`src/rtl/chdst_pkg.sv`:
```
package chdst_pkg;

   typedef enum logic [2:0] {
      ST_HALT,
      ST_DISC,
      ST_REQ,
      ST_REJ,
      ST_ACC,
      ST_IDLE,
      ST_PKTW,
      ST_PKTB
   } st_e;

   localparam logic [2:0] CMD_RESET  = 3'd0;
   localparam logic [2:0] CMD_ENABLE = 3'd5;

   localparam logic [2:0] SEL_HALT = 3'd0;
   localparam logic [2:0] SEL_REQ  = 3'd1;
   localparam logic [2:0] SEL_CONN = 3'd3;
   localparam logic [2:0] SEL_PH0  = 3'd5;

   function automatic logic is_cycling(st_e s);
      return (s == ST_DISC) || (s == ST_REJ) || (s == ST_ACC);
   endfunction

endpackage

```
`src/rtl/chdst_timer.sv`:
```
module chdst_timer #(
   parameter int W    = 3,
   parameter int MAXV = 7
) (
   input  logic         clk,
   input  logic         rst_n,
   input  logic         clr,
   output logic [W-1:0] q
);
   localparam logic [W-1:0] TOP = W'(MAXV);

   always_ff @(posedge clk or negedge rst_n) begin
      if (!rst_n)        q <= '0;
      else if (clr)      q <= '0;
      else if (q != TOP) q <= q + 1'b1;
   end
endmodule

```
`src/rtl/chdst_phase.sv`:
```
module chdst_phase (
   input  logic       clk,
   input  logic       rst_n,
   input  logic       adv,
   output logic [1:0] q
);
   always_ff @(posedge clk or negedge rst_n) begin
      if (!rst_n)          q <= 2'd0;
      else if (!adv)       q <= 2'd0;
      else if (q == 2'd2)  q <= 2'd0;
      else                 q <= q + 2'd1;
   end
endmodule

```
`src/rtl/chdst_avail.sv`:
```
module chdst_avail #(
   parameter bit REGISTERED = 1'b1
) (
   input  logic clk,
   input  logic rst_n,
   input  logic ic_up,
   input  logic req,
   input  logic pkt,
   input  logic bst,
   output logic avail
);
   logic quiet;
   assign quiet = ic_up && !(req || pkt || bst);

   generate
      if (REGISTERED) begin : g_reg
         always_ff @(posedge clk or negedge rst_n) begin
            if (!rst_n) avail <= 1'b0;
            else        avail <= quiet;
         end
      end else begin : g_comb
         assign avail = quiet;
      end
   endgenerate
endmodule

```
`src/rtl/chdst_host_mux.sv`:
```
module chdst_host_mux
   import chdst_pkg::*;
#(
   parameter int DW = 32
) (
   input  st_e           st,
   input  logic [1:0]    ph,
   input  logic [DW-1:0] ifield,
   input  logic          err,
   input  logic [3:0]    lines,
   output logic [DW-1:0] data,
   output logic [2:0]    sel
);
   always_comb begin
      data = '0;
      sel  = SEL_HALT;
      case (st)
         ST_REQ: begin
            sel  = SEL_REQ;
            data = ifield;
         end
         ST_DISC, ST_REJ, ST_ACC: begin
            sel = SEL_PH0 + {1'b0, ph};
            case (ph)
               2'd0:    data[0]   = err;
               2'd1:    data[3:0] = lines;
               default: data      = '0;
            endcase
         end
         ST_IDLE, ST_PKTW, ST_PKTB: sel = SEL_CONN;
         default: begin
            data = '0;
            sel  = SEL_HALT;
         end
      endcase
   end
endmodule

```
`src/rtl/chdst_conn_ctrl.sv`:
```
module chdst_conn_ctrl
   import chdst_pkg::*;
#(
   parameter int DW        = 32,
   parameter int CONN_ON   = 4,
   parameter int CONN_OFF  = 4,
   parameter int ACC_HOLD  = 4,
   parameter bit AVAIL_REG = 1'b1
) (
   input  logic          clk,
   input  logic          rst_n,
   input  logic          cmd_valid,
   input  logic [2:0]    cmd_code,
   input  logic          ch_ic_up,
   input  logic          ch_request,
   input  logic          ch_packet,
   input  logic          ch_burst,
   input  logic [DW-1:0] ch_data,
   input  logic          host_con,
   input  logic          host_accept,
   input  logic          status_clr,
   output logic          ch_connect,
   output logic          host_drive_en,
   output logic [DW-1:0] host_data,
   output logic [2:0]    sel_code,
   output logic          conn_req,
   output logic          src_avail,
   output logic          pkt_flag,
   output logic          seq_err
);
   localparam int REJ_LAST = CONN_ON + CONN_OFF - 1;
   localparam int ACC_LAST = ACC_HOLD - 1;
   localparam int CNT_MAX  = (REJ_LAST > ACC_LAST) ? REJ_LAST : ACC_LAST;
   localparam int CW       = (CNT_MAX < 1) ? 1 : $clog2(CNT_MAX + 1);

   generate
      if (DW < 8) begin : g_bad_dw
         $error("chdst_conn_ctrl: DW must be at least 8");
      end
      if (CONN_ON < 1 || CONN_OFF < 1) begin : g_bad_rej
         $error("chdst_conn_ctrl: CONNECT reject phases need at least one cycle");
      end
      if (ACC_HOLD < 1) begin : g_bad_acc
         $error("chdst_conn_ctrl: ACC_HOLD must be at least 1");
      end
   endgenerate

   st_e           st, nxt;
   logic [CW-1:0] cnt;
   logic [1:0]    ph;
   logic [DW-1:0] ifield_q;
   logic [3:0]    lines_q;
   logic          err_q, err_set, cap, avail_raw;
   logic          rst_cmd, en_cmd;

   assign rst_cmd = cmd_valid && (cmd_code == CMD_RESET);
   assign en_cmd  = cmd_valid && (cmd_code == CMD_ENABLE);

   always_comb begin
      nxt     = st;
      err_set = 1'b0;
      cap     = 1'b0;
      if (rst_cmd) begin
         nxt = ST_HALT;
      end else begin
         case (st)
            ST_HALT: if (en_cmd) nxt = ST_DISC;
            ST_DISC: if (ch_request && !host_con) begin
               nxt = ST_REQ;
               cap = 1'b1;
            end
            ST_REQ: begin
               if (!ch_request)   nxt = ST_DISC;
               else if (host_con) nxt = host_accept ? ST_ACC : ST_REJ;
            end
            ST_REJ: if (cnt >= CW'(REJ_LAST) && !ch_request) nxt = ST_DISC;
            ST_ACC: begin
               if (!ch_request)                nxt = ST_DISC;
               else if (cnt >= CW'(ACC_LAST))  nxt = ST_IDLE;
            end
            ST_IDLE: begin
               if (!ch_request)    nxt = ST_DISC;
               else if (ch_packet) nxt = ST_PKTW;
            end
            ST_PKTW: begin
               if (!ch_request)     nxt = ST_DISC;
               else if (ch_burst)   nxt = ST_PKTB;
               else if (!ch_packet) begin
                  nxt     = ST_IDLE;
                  err_set = 1'b1;
               end
            end
            ST_PKTB: begin
               if (!ch_request)                   nxt = ST_DISC;
               else if (!ch_packet && !ch_burst)  nxt = ST_IDLE;
            end
            default: nxt = ST_HALT;
         endcase
      end
   end

   always_ff @(posedge clk or negedge rst_n) begin
      if (!rst_n) begin
         st       <= ST_HALT;
         ifield_q <= '0;
         lines_q  <= '0;
         err_q    <= 1'b0;
      end else begin
         st      <= nxt;
         lines_q <= {ch_burst, ch_packet, ch_request, ch_ic_up};
         if (cap) ifield_q <= ch_data;
         if (rst_cmd)         err_q <= 1'b0;
         else if (err_set)    err_q <= 1'b1;
         else if (status_clr) err_q <= 1'b0;
      end
   end

   chdst_timer #(.W(CW), .MAXV(CNT_MAX)) u_timer (
      .clk   (clk),
      .rst_n (rst_n),
      .clr   (nxt != st),
      .q     (cnt)
   );

   chdst_phase u_phase (
      .clk   (clk),
      .rst_n (rst_n),
      .adv   (is_cycling(st) && is_cycling(nxt)),
      .q     (ph)
   );

   chdst_avail #(.REGISTERED(AVAIL_REG)) u_avail (
      .clk   (clk),
      .rst_n (rst_n),
      .ic_up (ch_ic_up),
      .req   (ch_request),
      .pkt   (ch_packet),
      .bst   (ch_burst),
      .avail (avail_raw)
   );

   chdst_host_mux #(.DW(DW)) u_mux (
      .st     (st),
      .ph     (ph),
      .ifield (ifield_q),
      .err    (err_q),
      .lines  (lines_q),
      .data   (host_data),
      .sel    (sel_code)
   );

   always_comb begin
      case (st)
         ST_REJ:                    ch_connect = (cnt < CW'(CONN_ON));
         ST_ACC, ST_IDLE,
         ST_PKTW, ST_PKTB:          ch_connect = 1'b1;
         default:                   ch_connect = 1'b0;
      endcase
   end

   assign host_drive_en = (st != ST_HALT);
   assign conn_req      = (st == ST_REQ);
   assign pkt_flag      = (st == ST_PKTW) || (st == ST_PKTB);
   assign src_avail     = host_drive_en && avail_raw;
   assign seq_err       = err_q;

endmodule

```
`config.mk`:
```
export PLATFORM = sky130hd
export DESIGN_NAME = chdst_conn_ctrl
export DESIGN_NICKNAME = d
export VERILOG_FILES = /design/src/rtl/chdst_pkg.sv /design/src/rtl/chdst_timer.sv /design/src/rtl/chdst_phase.sv /design/src/rtl/chdst_avail.sv /design/src/rtl/chdst_host_mux.sv /design/src/rtl/chdst_conn_ctrl.sv
export SDC_FILE = /design/constraint.sdc
export NUM_CORES = 1
export LEC_CHECK = 0
export ABC_CLOCK_PERIOD_IN_PS = 2170
export BUFFER_PORTS_ARGS = -buffer_cell sky130_fd_sc_hd__buf_2
export CAP_MARGIN = 30
export CORE_AREA = 2 2 110 59
export DETAILED_ROUTE_END_ITERATION = 12
export DIE_AREA = 0 0 112 61
export GPL_ROUTABILITY_DRIVEN = 0
export PLACE_DENSITY = 0.85
export SYNTH_ARGS = -nofsm -noshare
export SYNTH_HDL_FRONTEND = slang
export SYNTH_SLANG_ARGS = --single-unit
```
`constraint.sdc`:
```
create_clock -name clk -period 2.17 [get_ports clk]
set_input_delay 0.3255 -clock clk [delete_from_list [all_inputs] [get_ports clk]]
set_output_delay 0.3255 -clock clk [all_outputs]
set_load 0.01 [all_outputs]
```
Yosys cells after proc, flatten, opt, wreduce, memory -nomap -nowiden
Index checks and enable logic that the tools add are counted.
- flip-flop bits (word level): 46
- latch bits: 0
- memory bits (writable): 0
- bits in read-only memories: 0
- input port bits: 45
- logic and storage cells: 94
- memories: 0
- add/sub/neg operators: 3
- $mul: 0
- div/mod/pow operators: 0
- order comparisons: 3
- eq/ne operators: 15
- shifts and indexed selects: 0
- multiplexer cells: 37
- bitwise gates (word level): 0
- reductions and logical operators: 29
- operators with widths (kind ; number):
    case mux 32 bit (2 select lines) ; 1
    two-way mux 3 bit ; 19
    case mux 3 bit (8 select lines) ; 1
    equality test 3 bit (second input constant) ; 6
    two-way mux 1 bit ; 11
    equality test 3 x 2 -> 1 bit (second input constant) ; 3
    case mux 3 bit (3 select lines) ; 1
    logical AND 1 bit ; 8
    logical OR 1 bit ; 7
    equality test 3 x 1 -> 1 bit (second input constant) ; 2
    logical NOT 3 bit ; 2
    nonzero test 3 bit ; 2
    OR reduction 3 bit ; 2
    logical NOT 1 bit ; 5
    two-way mux 2 bit ; 2
    case mux 1 bit (2 select lines) ; 2
    OR reduction 4 bit ; 1
    adder 3 x 1 -> 3 bit (second input constant) ; 1
    adder 3 x 2 -> 3 bit (first input constant) ; 1
    >= comparator 3 x 2 -> 1 bit (second input constant) ; 1
    >= comparator 3 bit (second input constant) ; 1
    less-than comparator 3 bit (second input constant) ; 1
    inequality test 3 bit ; 1
    inequality test 3 bit (second input constant) ; 1
    other kinds (5) ; 5

Logic depth before layout (Yosys ltp)
Gate-level depths: netlist of run 1.
- depth after elaboration: 11
- gate-level depth with buffers: 7

Cells and area by module
Synthesis of run 1 repeated with hierarchy kept, for this count alone.
- cells, all modules: 213
- area, all modules: 2600.0 um2
- by module, submodules not included (module ; instances ; cells an instance ; area an instance (um2) ; seq. area each (um2)):
    chdst_conn_ctrl ; 1 ; 134 ; 1919.3 ; 1001.0
    chdst_host_mux ; 1 ; 62 ; 429.2 ; 0.0
    chdst_timer ; 1 ; 11 ; 140.1 ; 75.1
    chdst_phase ; 1 ; 4 ; 71.3 ; 50.0
    chdst_avail ; 1 ; 2 ; 40.0 ; 25.0

Least setup slack after synthesis of run 1
OpenSTA, ideal clock, no wires.
- path type: register to register
- start point: register u_timer.q[0]
- end point: register u_timer.q[1]
- arrival time: 1968 ps
- required time: 2049 ps
- setup slack: 80 ps
- cell stages (with the launch flop): 8
- buffers on the path: 0
- period minus slack after synthesis: 2090 ps
- cells stage by stage: dfrtp_1 -> ha_1 -> ha_1 -> or3b_1 -> o22ai_1 -> o221ai_2 -> a221oi_2 -> and4bb_2
- word-level cells in the longest chain between the ends: 7
- ends and longest elaborated chain (item ; line ; text):
    start: declaration ; chdst_timer.sv:8 ; output logic [W-1:0] q
    start signal: assignment ; chdst_timer.sv:15 ; else if (q != TOP) q <= q + 1'b1;
    >= comparator 3 x 2 -> 1 bit or >= comparator 3 bit (tied branches) ; chdst_conn_ctrl.sv:79, chdst_conn_ctrl.sv:76 ;
    two-way mux 3 bit or logical AND 1 bit (tied branches) ; chdst_conn_ctrl.sv:79, chdst_conn_ctrl.sv:76 ;
    two-way mux 3 bit, on equally long branches ; chdst_conn_ctrl.sv:78, chdst_conn_ctrl.sv:76 ;
    case mux 3 bit (8 select lines) ; chdst_conn_ctrl.sv:66 ; case (st)
    two-way mux 3 bit ; chdst_conn_ctrl.sv:63 ; if (rst_cmd) begin
    inequality test 3 bit ; chdst_conn_ctrl.sv:121 ; .clr (nxt != st),
    two-way mux 3 bit or nonzero test 2 bit (tied branches) ; n/a ;
Several ways; a longest one is shown, not always the timed one. The select of a mux whose other input is x is not followed.
A chain may end at the register's enable or synchronous reset.

Worst setup path in the final report of run 1
Same ends and word-level chain as after synthesis.

==> run summary, run 1 <==
Drt drc = 0
ANT cells = 0
Fin. Hold Viols = 0
Mapped Nets = 270
Die Height = 61 um
Final worst path period need = 2.10 ns
Grt total ovfl = 0
Nets = 368
Post-synthesis sequential area ratio = 0.441
Critical Path AT = 2.26 ns
Chip Width = 112 um
CP max-delay cell = dfrtp_1
Status = completed
F_max = 0.476 GHz
Synth-to-layout area growth = 28.8%
Worst path max stage delay = 0.39 ns
CP Capture Type = flip-flop
Via density = 5.09
PwrDens = 1020 nW/um^2
Vias in the first global route = 1948
Leak = 1.78 nW
Synthesized instance count = 218
Crit path cell chain = ha_2 -> ha_2 -> or3b_1 -> o22ai_2 -> o221ai_2 -> a221oi_2 -> and4bb_2
CTS tree = yes
Crit Path Category = flip-flop to flip-flop
Die ar. = 6830 sq um
Row count = 20
Max-slew headroom = 0.451
Sequential Area = 1150 sq um
Placed cell area = 3170 sq um
Crit start category = flip-flop
Slew @ Worst Pin = 0.824 ns
GRT Total Usage = 0.186
Ys flop type = dfrtp_1
Initial Util = 0.446
Final period util = 0.967
Max_cap viols = 0
Clock sinks = 46
Fillcell total = 518
Worst Path Buf+Inv = 0
#FFs+latches synth = 46
DR vias = 2006
Fin area = 3360 sq um
CTS Buf Count = 5
Worst-path clk slew = 0.06 ns
Skew final = 0.00249 ns
Library cells used by synthesis = 42
TritonRoute pass-1 iters = 4
Routed Antenna Nets = 0
Peak ir drop on the vdd network = 0.414 mV
PortBufs = 85
Slew Viols, Final = 0
EDFF count, synth = 0
Clock tree buffer depth = 2
First-pass GRT wire length = 9780 um
CP delay by family, top = simple AND/OR/NAND/NOR gates
Initial drt markers = 167
Hold WS = 0.142 ns
Largest net degree at the start of global routing = 39
WP data required = 2.34 ns
Hold Crit Class = input port to async pin
Footprint of the multi-input gates = 1350 sq um
Cell taking the most area after synthesis = dfrtp_1
Synthesized cell area = 2610 sq um
Initial antenna violation count = 0
RSZ-0062 raised after global routing = yes
I/O Pins = 86
Core Area = 5860 sq um
Post-DR wirelength/cell = 15.1 um
Most used cell, CP = ha_2
CTS root buf = clkbuf_16
Asr flop ratio synth = 1.00
H-tree Lvls = 2
Dpl hpwl = 4520 um
Synth area leaders = dfrtp_1 44%, mux2_4 17%, and2_1 7.2%, ha_1 3.4%, buf_12 2.3%
Worst-path fanout max = 3
Final setup fails = 0
Avg Inst Size Synth = 12.0 sq um
Routed wire length = 5960 um
Post-synth top area share = 0.441
Share of layout cells above drive strength 1 = 0.505
# hold bufs at CTS = 0
Synth Warn # = 0
Worst-Skew Late Latency = 0.28 ns
cell usage after synthesis, types with 2 or more instances:
master and number:
dfrtp_1 46, and2_1 30, mux2_4 30, nor2_1 11, inv_1 9, a21oi_1 8
o21ai_0 8, ha_1 7, nand2_1 6, a211oi_1 5, clkbuf_1 5, nor2b_1 5
a22o_1 4, mux2_2 4, nor3_1 4, buf_12 3, a22oi_1 2, and4bb_2 2
buf_2 2, nor3b_1 2, nor4_1 2, nor4b_1 2, o21a_1 2
layer usage:
layer	part of all wire	track usage	wire (um)
met4	0.0091	0.0505	54
met5	0	0	0
met3	0.070	0.0420	417
met2	0.43	0.290	2550
met1	0.49	0.267	2930
where the power goes:
| part | leakage [nW] | switching, W | internal [W] |
|---|---|---|---|
| Combinational | 1.13 | 0.000478 | 0.000740 |
| Sequential | 0.571 | 0.000186 | 0.00119 |
| Clock | 0.0836 | 0.000302 | 0.000539 |
registers in the layout, summed over array words and instances, names as in the netlist:
signal / cells
lines_q: 4
u_phase.q: 2
st: 3
u_avail.avail: 1
seq_err: 1
u_timer.q: 3
ifield_q: 32
placed cells by master, fill, tap and decap left out, types with 3 or more instances in the layout:
| cell | count |
|---|---|
| a211oi_1 | 5 |
| a21oi_1 | 8 |
| a22o_1 | 4 |
| and2_1 | 30 |
| buf_2 | 85 |
| buf_4 | 16 |
| clkbuf_16 | 5 |
| dfrtp_1 | 45 |
| ha_1 | 5 |
| inv_1 | 9 |
| mux2_2 | 4 |
| mux2_4 | 30 |
| nand2_1 | 6 |
| nor2_1 | 11 |
| nor2b_1 | 4 |
| nor3_1 | 3 |
| o21ai_0 | 8 |
area by class of cell:
cell class                      count  area share
Clock buffer                        5      0.0372
Clock inverter                      3      0.0119
Inverter                            9      0.0101
Multi-Input combinational cell    152       0.401
Sequential cell                    46       0.343
Tap cell                           77      0.0287
Timing Repair Buffer              102       0.168
path summary, 6_finish.rpt:
check | slack (ns) | startpoint | depth (start not counted) | to
worst max register to register | 0.07 | u_timer.q[0] | 7 | u_timer.q[1]
worst min-delay path | 0.14 | rst_n | 1 | ifield_q[0]
worst min register to register | 0.50 | ifield_q[12] | 1 | ifield_q[12]
max in group asynchronous | 1.41 | rst_n | 2 | ifield_q[18]
worst max-delay path | 0.07 | u_timer.q[0] | 7 | u_timer.q[1]
min in group clk | 0.17 | ch_ic_up | 1 | lines_q[0]
cell families (layout without fill, tap and decap cells):
kind of cell	count (synthesis)	after routing	share of synthesized area
AND/OR/NAND/NOR	74	74	0.184
flip-flops	46	46	0.441
AO/OA/AOI/OAI	35	35	0.0930
multiplexers	35	35	0.194
buffers and inverters	20	119	0.0513
adder cells (fa/ha/maj)	7	7	0.0336
XOR/XNOR	1	1	0.00336
metrics by stage:
stage	setup TNS [ns]	util	total power, W	std cells	worst slack, ns
after global placement	0	0.541	0.00253	385	0.0395
after detailed placement	-0.0780	0.541	0.00258	385	-0.0439
after floorplan	0	-	0.00221	218	0.0802
after CTS	0	0.571	0.00346	393	0.0203
final	0	0.574	0.00343	394	0.0712
after global routing	-0.0188	0.574	0.00367	394	-0.0101
what timing repair did:
| item | 4_1_cts | 5_1_grt |
|---|---|---|
| setup endpoints to repair | 5 | 5 |
| setup buffers | 0 | 1 |
| resized for setup | 3 | 3 |
| pin swaps | 1 | 1 |
No activity file was read; power rests on OpenSTA's default activity.
==> run 2: changes to the inputs <==
--- a/config.mk
+++ b/config.mk
@@ -12,6 +12,7 @@
 export DETAILED_ROUTE_END_ITERATION = 12
 export DIE_AREA = 0 0 112 61
 export GPL_ROUTABILITY_DRIVEN = 0
+export MAX_ROUTING_LAYER = met4
 export PLACE_DENSITY = 0.85
 export SYNTH_ARGS = -nofsm -noshare
 export SYNTH_HDL_FRONTEND = slang
==> run 2 against run 1 <==
Compared with the run above: wire length increased by 0.44%; via count decreased by 0.80%; global-route usage increased by 0.60 points; utilization unchanged; die area unchanged; largest cell class unchanged.
==> run summary, run 2 (same netlist as run 1, synthesis figures left out) <==
Max-slew headroom = 0.450 (-0.00129)
F_max = 0.474 GHz (-0.61%)
Most used cell, CP = ha_2
Synth-to-layout area growth = 28.8% (unchanged)
Cell count after placement = 385 (unchanged)
Chip Width = 112 um (unchanged)
RSZ-0062 raised after global routing = yes
Via density = 5.05 (-0.80%)
PwrDens = 1020 nW/um^2 (about the same)
Crit start category = flip-flop
Share of layout cells above drive strength 1 = 0.505 (unchanged)
Drt drc = 0 (unchanged)
Post-layout util = 0.574 (unchanged)
Most common cell after layout, fill and taps aside = buf_2
First-pass GRT wire length = 9780 um (about the same)
I/O Pins = 86 (unchanged)
ANT cells = 0 (unchanged)
Initial drt markers = 121 (-28%)
Worst Path Buf+Inv = 0 (unchanged)
Core Area = 5860 sq um (unchanged)
Max reg flops = 32 (unchanged)
Max_cap viols = 0 (unchanged)
Fillcell total = 518 (unchanged)
Fin area = 3360 sq um (unchanged)
Row count = 20 (unchanged)
CTS Buf Count = 5 (unchanged)
GRT Total Usage = 0.192 (+0.00599)
Die Height = 61 um (unchanged)
DR vias = 1990 (-0.80%)
Hold WS = 0.143 ns (+0.000723 ns)
# hold bufs at CTS = 0 (unchanged)
Nets = 368 (unchanged)
Crit path cell chain = ha_2 -> ha_2 -> or3b_1 -> o22ai_2 -> o221ai_2 -> a221oi_2 -> and4bb_2
Leak = 1.78 nW (unchanged)
Post-Layout Cell Count = 394 (unchanged)
Worst-path clk slew = 0.06 ns (about the same)
Reg with most FFs = ifield_q
Worst path max stage delay = 0.39 ns (about the same)
Commonest cells after routing, fill and taps aside = 85 x buf_2, 45 x dfrtp_1, 30 x and2_1, 30 x mux2_4, 16 x buf_4
CTS root buf = clkbuf_16
Routed wire length = 5980 um (+0.44%)
Pre-CTS setup slack = -0.0439 ns (unchanged)
PortBufs = 85 (unchanged)
Clock tree buffer depth = 2 (unchanged)
Largest net degree at the start of global routing = 39 (unchanged)
Final worst path period need = 2.11 ns (+0.0130 ns)
Critical Path AT = 2.28 ns (+0.02 ns)
CP max-delay cell = dfrtp_1
Worst Setup Slack, final = 0.0582 ns (-0.0130 ns)
Hold Crit Class = input port to async pin
Peak ir drop on the vdd network = 0.414 mV (about the same)
Fin. Hold Viols = 0 (unchanged)
Crit Path Category = flip-flop to flip-flop
Post-DR wirelength/cell = 15.2 um (+0.44%)
H-tree Lvls = 2 (unchanged)
Final setup fails = 0 (unchanged)
WP data required = 2.34 ns (about the same)
Worst-path fanout max = 3 (unchanged)
Worst-Skew Late Latency = 0.28 ns (about the same)
Initial Util = 0.446 (unchanged)
Placed cell area = 3170 sq um (unchanged)
Final period util = 0.973 (+0.00598)
TritonRoute pass-1 iters = 4 (unchanged)
Skew final = 0.00332 ns (+0.000826 ns)
Clock sinks = 46 (unchanged)
Biggest regs = ifield_q x32, lines_q x4
CTS tree = yes
Routed Antenna Nets = 0 (unchanged)
Slew @ Worst Pin = 0.826 ns (+0.00193 ns)
Die ar. = 6830 sq um (unchanged)
Slew Viols, Final = 0 (unchanged)
Sequential Area = 1150 sq um (unchanged)
Footprint of the multi-input gates = 1350 sq um (unchanged)
Vias in the first global route = 1952 (+0.21%)
Initial antenna violation count = 0 (unchanged)
Status = completed
Dpl hpwl = 4520 um (unchanged)
Grt total ovfl = 0 (unchanged)
CP delay by family, top = simple AND/OR/NAND/NOR gates
CP Capture Type = flip-flop
[run 2: cell counts in the layout (fill, tap and decap cells not counted)]
Identical to the previous run, type by type.
[run 2: final timing paths]
path / startpoint / end / slack (ns) / cells after the start
setup reg to reg: u_timer.q[0] / u_timer.q[1] / 0.06 / 7
setup / recovery: u_timer.q[0] / u_timer.q[1] / 0.06 / 7
min in group clk: ch_ic_up / lines_q[0] / 0.17 / 1
max in group asynchronous: rst_n / ifield_q[18] / 1.41 / 2
hold reg to reg: ifield_q[12] / ifield_q[12] / 0.50 / 1
hold / removal: rst_n / ifield_q[0] / 0.14 / 1
[run 2: area by class of cell]
cell class	count	share of cell area
flip-flops and latches	46	0.343
multi-input cells	152	0.401
clock buffers	5	0.0372
clock inverters	3	0.0119
repair buffers	102	0.168
inverters	9	0.0101
well taps	77	0.0287
[run 2: repair_timing]
item / 4_1_cts / 5_1_grt
endpoints found under the hold margin: 0 / 0
buffers inserted: 0 / 1
pin swaps: 1 / 1
gates resized for setup: 3 / 3
endpoints found under the setup margin: 5 / 5
cloned: 0 / 0
[run 2: through the flow]
step                setup TNS (ns)  total power [W]
floorplan                        0          0.00221
global placement                 0          0.00253
detailed placement         -0.0780          0.00258
CTS                              0          0.00346
global route               -0.0187          0.00367
finish                           0          0.00343
[run 2: layer usage]
layer | GRT usage | routed length [um] | vias up
met5 | - | 0 | -
met4 | 0.0505 | 44 | 0
met3 | 0.0410 | 468 | 4
met2 | 0.292 | 2520 | 82
met1 | 0.265 | 2950 | 940
li1 | - | - | 964
[run 2: worst reg2reg max path: stages, from the launching register on]
cell and delay, ns:
dfrtp_1 0.39, ha_2 0.21, ha_2 0.16, or3b_1 0.36, o22ai_2 0.13, o221ai_2 0.14
a221oi_2 0.34, and4bb_2 0.28
[run 2: report_power, final]
part	internal (W)	switching, W
combinational	0.000739	0.000478
clock	0.000539	0.000303
sequential	0.00119	0.000186
total	0.00247	0.000968
==> run 3: changes to the inputs <==
--- a/config.mk
+++ b/config.mk
@@ -13,7 +13,7 @@
 export DIE_AREA = 0 0 112 61
 export GPL_ROUTABILITY_DRIVEN = 0
 export MAX_ROUTING_LAYER = met4
-export PLACE_DENSITY = 0.85
+export PLACE_DENSITY = 0.77
 export SYNTH_ARGS = -nofsm -noshare
 export SYNTH_HDL_FRONTEND = slang
 export SYNTH_SLANG_ARGS = --single-unit
==> run 3 against run 2 <==
Compared with the run above: total power grew 1.5%; flip-flop and latch count stayed put; cell count decreased by 0.51%; combinational power barely moved; worst hold slack improved by 0.019 ns; global-route usage rose by 0.69 points; non-clock buffer count down 2; first-iteration DRC count decreased by 26%; die area unchanged; critical endpoint unchanged; largest power group unchanged.
==> run summary, run 3 (same netlist as run 1, synthesis figures left out) <==
Status = completed
Met3 capacity usage during global routing = 0.0450 (+0.00400)
Row count = 20 (unchanged)
Core Area = 5860 sq um (unchanged)
Via density = 5.14 (+1.8%)
Routed Antenna Nets = 0 (unchanged)
R2R cell count = 7 (unchanged)
Routed wire length = 6040 um (+1.0%)
Post-DR wirelength/cell = 15.4 um (+1.6%)
Reg with most FFs = ifield_q
H-tree Lvls = 2 (unchanged)
Reg2reg setup slack = 0.09 ns (+0.03 ns)
PortBufs = 85 (unchanged)
TritonRoute pass-1 iters = 4 (unchanged)
Critical Path AT = 2.25 ns (-0.03 ns)
Crit Path Category = flip-flop to flip-flop
Worst-Skew Late Latency = 0.28 ns (about the same)
Layer with the highest usage = met1
First-pass GRT wire length = 10100 um (+3.2%)
Reg2reg end = u_timer.q[1]
Final period util = 0.958 (-0.0151)
Worst-path fanout max = 3 (unchanged)
CTS Buf Count = 5 (unchanged)
F_max = 0.481 GHz (+1.6%)
Worst-path clk slew = 0.06 ns (about the same)
Nets = 366 (-0.54%)
Commonest cells after routing, fill and taps aside = 85 x buf_2, 43 x dfrtp_1, 30 x and2_1, 30 x mux2_4, 12 x buf_4
Post-layout util = 0.578 (+0.00427)
Max reg flops = 32 (unchanged)
Initial drt markers = 90 (-26%)
WP data required = 2.34 ns (about the same)
Cell count after placement = 380 (-1.3%)
Max_cap viols = 0 (unchanged)
Die Height = 61 um (unchanged)
Peak ir drop on the vdd network = 0.488 mV (+18%)
Largest net degree at the start of global routing = 33 (-15%)
Worst path max stage delay = 0.38 ns (about the same)
Fin. Hold Viols = 0 (unchanged)
CTS root buf = clkbuf_16
Clock tree buffer depth = 2 (unchanged)
CP Capture Type = flip-flop
Slew Viols, Final = 0 (unchanged)
Dpl hpwl = 4480 um (-0.95%)
Vias in the first global route = 2003 (+2.6%)
GRT met1 Usage = 0.288 (+0.0226)
Max-slew headroom = 0.623 (+0.173)
DR vias = 2015 (+1.3%)
Worst r2r src = u_timer.q[0]
Crit path capture = u_timer.q[1]
Initial antenna violation count = 0 (unchanged)
Initial Util = 0.446 (unchanged)
Most common cell after layout, fill and taps aside = buf_2
Crit start category = flip-flop
ANT cells = 0 (unchanged)
Skew final = 0.00456 ns (+0.00124 ns)
GRT Total Usage = 0.199 (+0.00689)
Final setup fails = 0 (unchanged)
Met2 Resource Use GR = 0.281 (-0.0104)
CTS tree = yes
Die ar. = 6830 sq um (unchanged)
Drt drc = 0 (unchanged)
Crit path cell chain = ha_2 -> ha_4 -> or3b_4 -> o22ai_2 -> o221ai_2 -> a221oi_2 -> and4bb_2
RSZ-0062 raised after global routing = yes
Chip Width = 112 um (unchanged)
Final worst path period need = 2.08 ns (-0.0328 ns)
Final Power = 0.00349 W (+1.5%)
Biggest regs = ifield_q x32, lines_q x4
Slew @ Worst Pin = 0.558 ns (-0.267 ns)
Synth-to-layout area growth = 29.8%
Clock sinks = 46 (unchanged)
CP startpoint = u_timer.q[0]
Grt total ovfl = 0 (unchanged)
Leak = 1.77 nW (-0.75%)
I/O Pins = 86 (unchanged)
PwrDens = 1030 nW/um^2 (+0.79%)
Hold Crit Class = input port to flip-flop
CP max-delay cell = dfrtp_1
Post-Layout Cell Count = 392 (-0.51%)
Share of layout cells above drive strength 1 = 0.514 (+0.00955)
## run 3: changes by cell type in the layout (fill, tap and decap cells not counted), moves of 2 or more
| cell | delta |
|---|---|
| clkinv_2 | -2 |
| dfrtp_2 | +2 |
| buf_4 | -4 |
| dfrtp_1 | -2 |
## run 3: timing repair
action	4_1_cts	5_1_grt
endpoints found under the hold margin	9	0
pin swaps	0	4
hold buffers	1	0
endpoints found under the setup margin	34	29
buffers inserted	0	3
gates resized for setup	4	11
## run 3: worst min-delay path by stage
stage / from / to / slack [ns] / depth (start not counted)
after floorplan: rst_n / ifield_q[0] / 0.03 / 0
after global placement: rst_n / ifield_q[23] / 0.30 / 1
after detailed placement: rst_n / ifield_q[23] / 0.30 / 1
after CTS: ch_ic_up / lines_q[0] / 0.16 / 1
after global routing: ch_ic_up / lines_q[0] / 0.17 / 1
final: ch_ic_up / lines_q[0] / 0.16 / 1
## run 3: through the flow
step                      area [sq um]  hold WS (ns)  TNS, ns  setup slack (ns)
after global placement            3130         0.304        0            0.0556
after global routing              3390         0.165  -0.0205           -0.0114
final                             3390         0.162        0            0.0910
after floorplan                   2610        0.0299        0            0.0802
after CTS                         3320         0.165   -0.145           -0.0378
after detailed placement          3130         0.300  -0.0591           -0.0293
## run 3: critical path: cells and delay by family (launching register included)
family,cells,cell delay (ns)
compound gates,3,0.62
fa+ha+maj,2,0.36
flops,1,0.38
simple gates,2,0.62
## run 3: area by class of cell
class,count,area (sq um)
fill,504,2470
clock buffer,6,129
tap,77,96.3
sequential,46,1150
clock inverter,2,37.5
multi-input combinational,152,1380
inverter,9,33.8
timing repair buffer,100,557
## run 3: power by group
group          switching [W]  internal [W]
combinational       0.000498      0.000751
sequential          0.000187       0.00119
clock               0.000318      0.000544
total                0.00100       0.00248
## run 3: per-layer routing
metal,wire [um],vias to the layer above
li1,-,961
met1,3130,974
met4,36,0
met3,342,4
met5,0,-
met2,2530,76
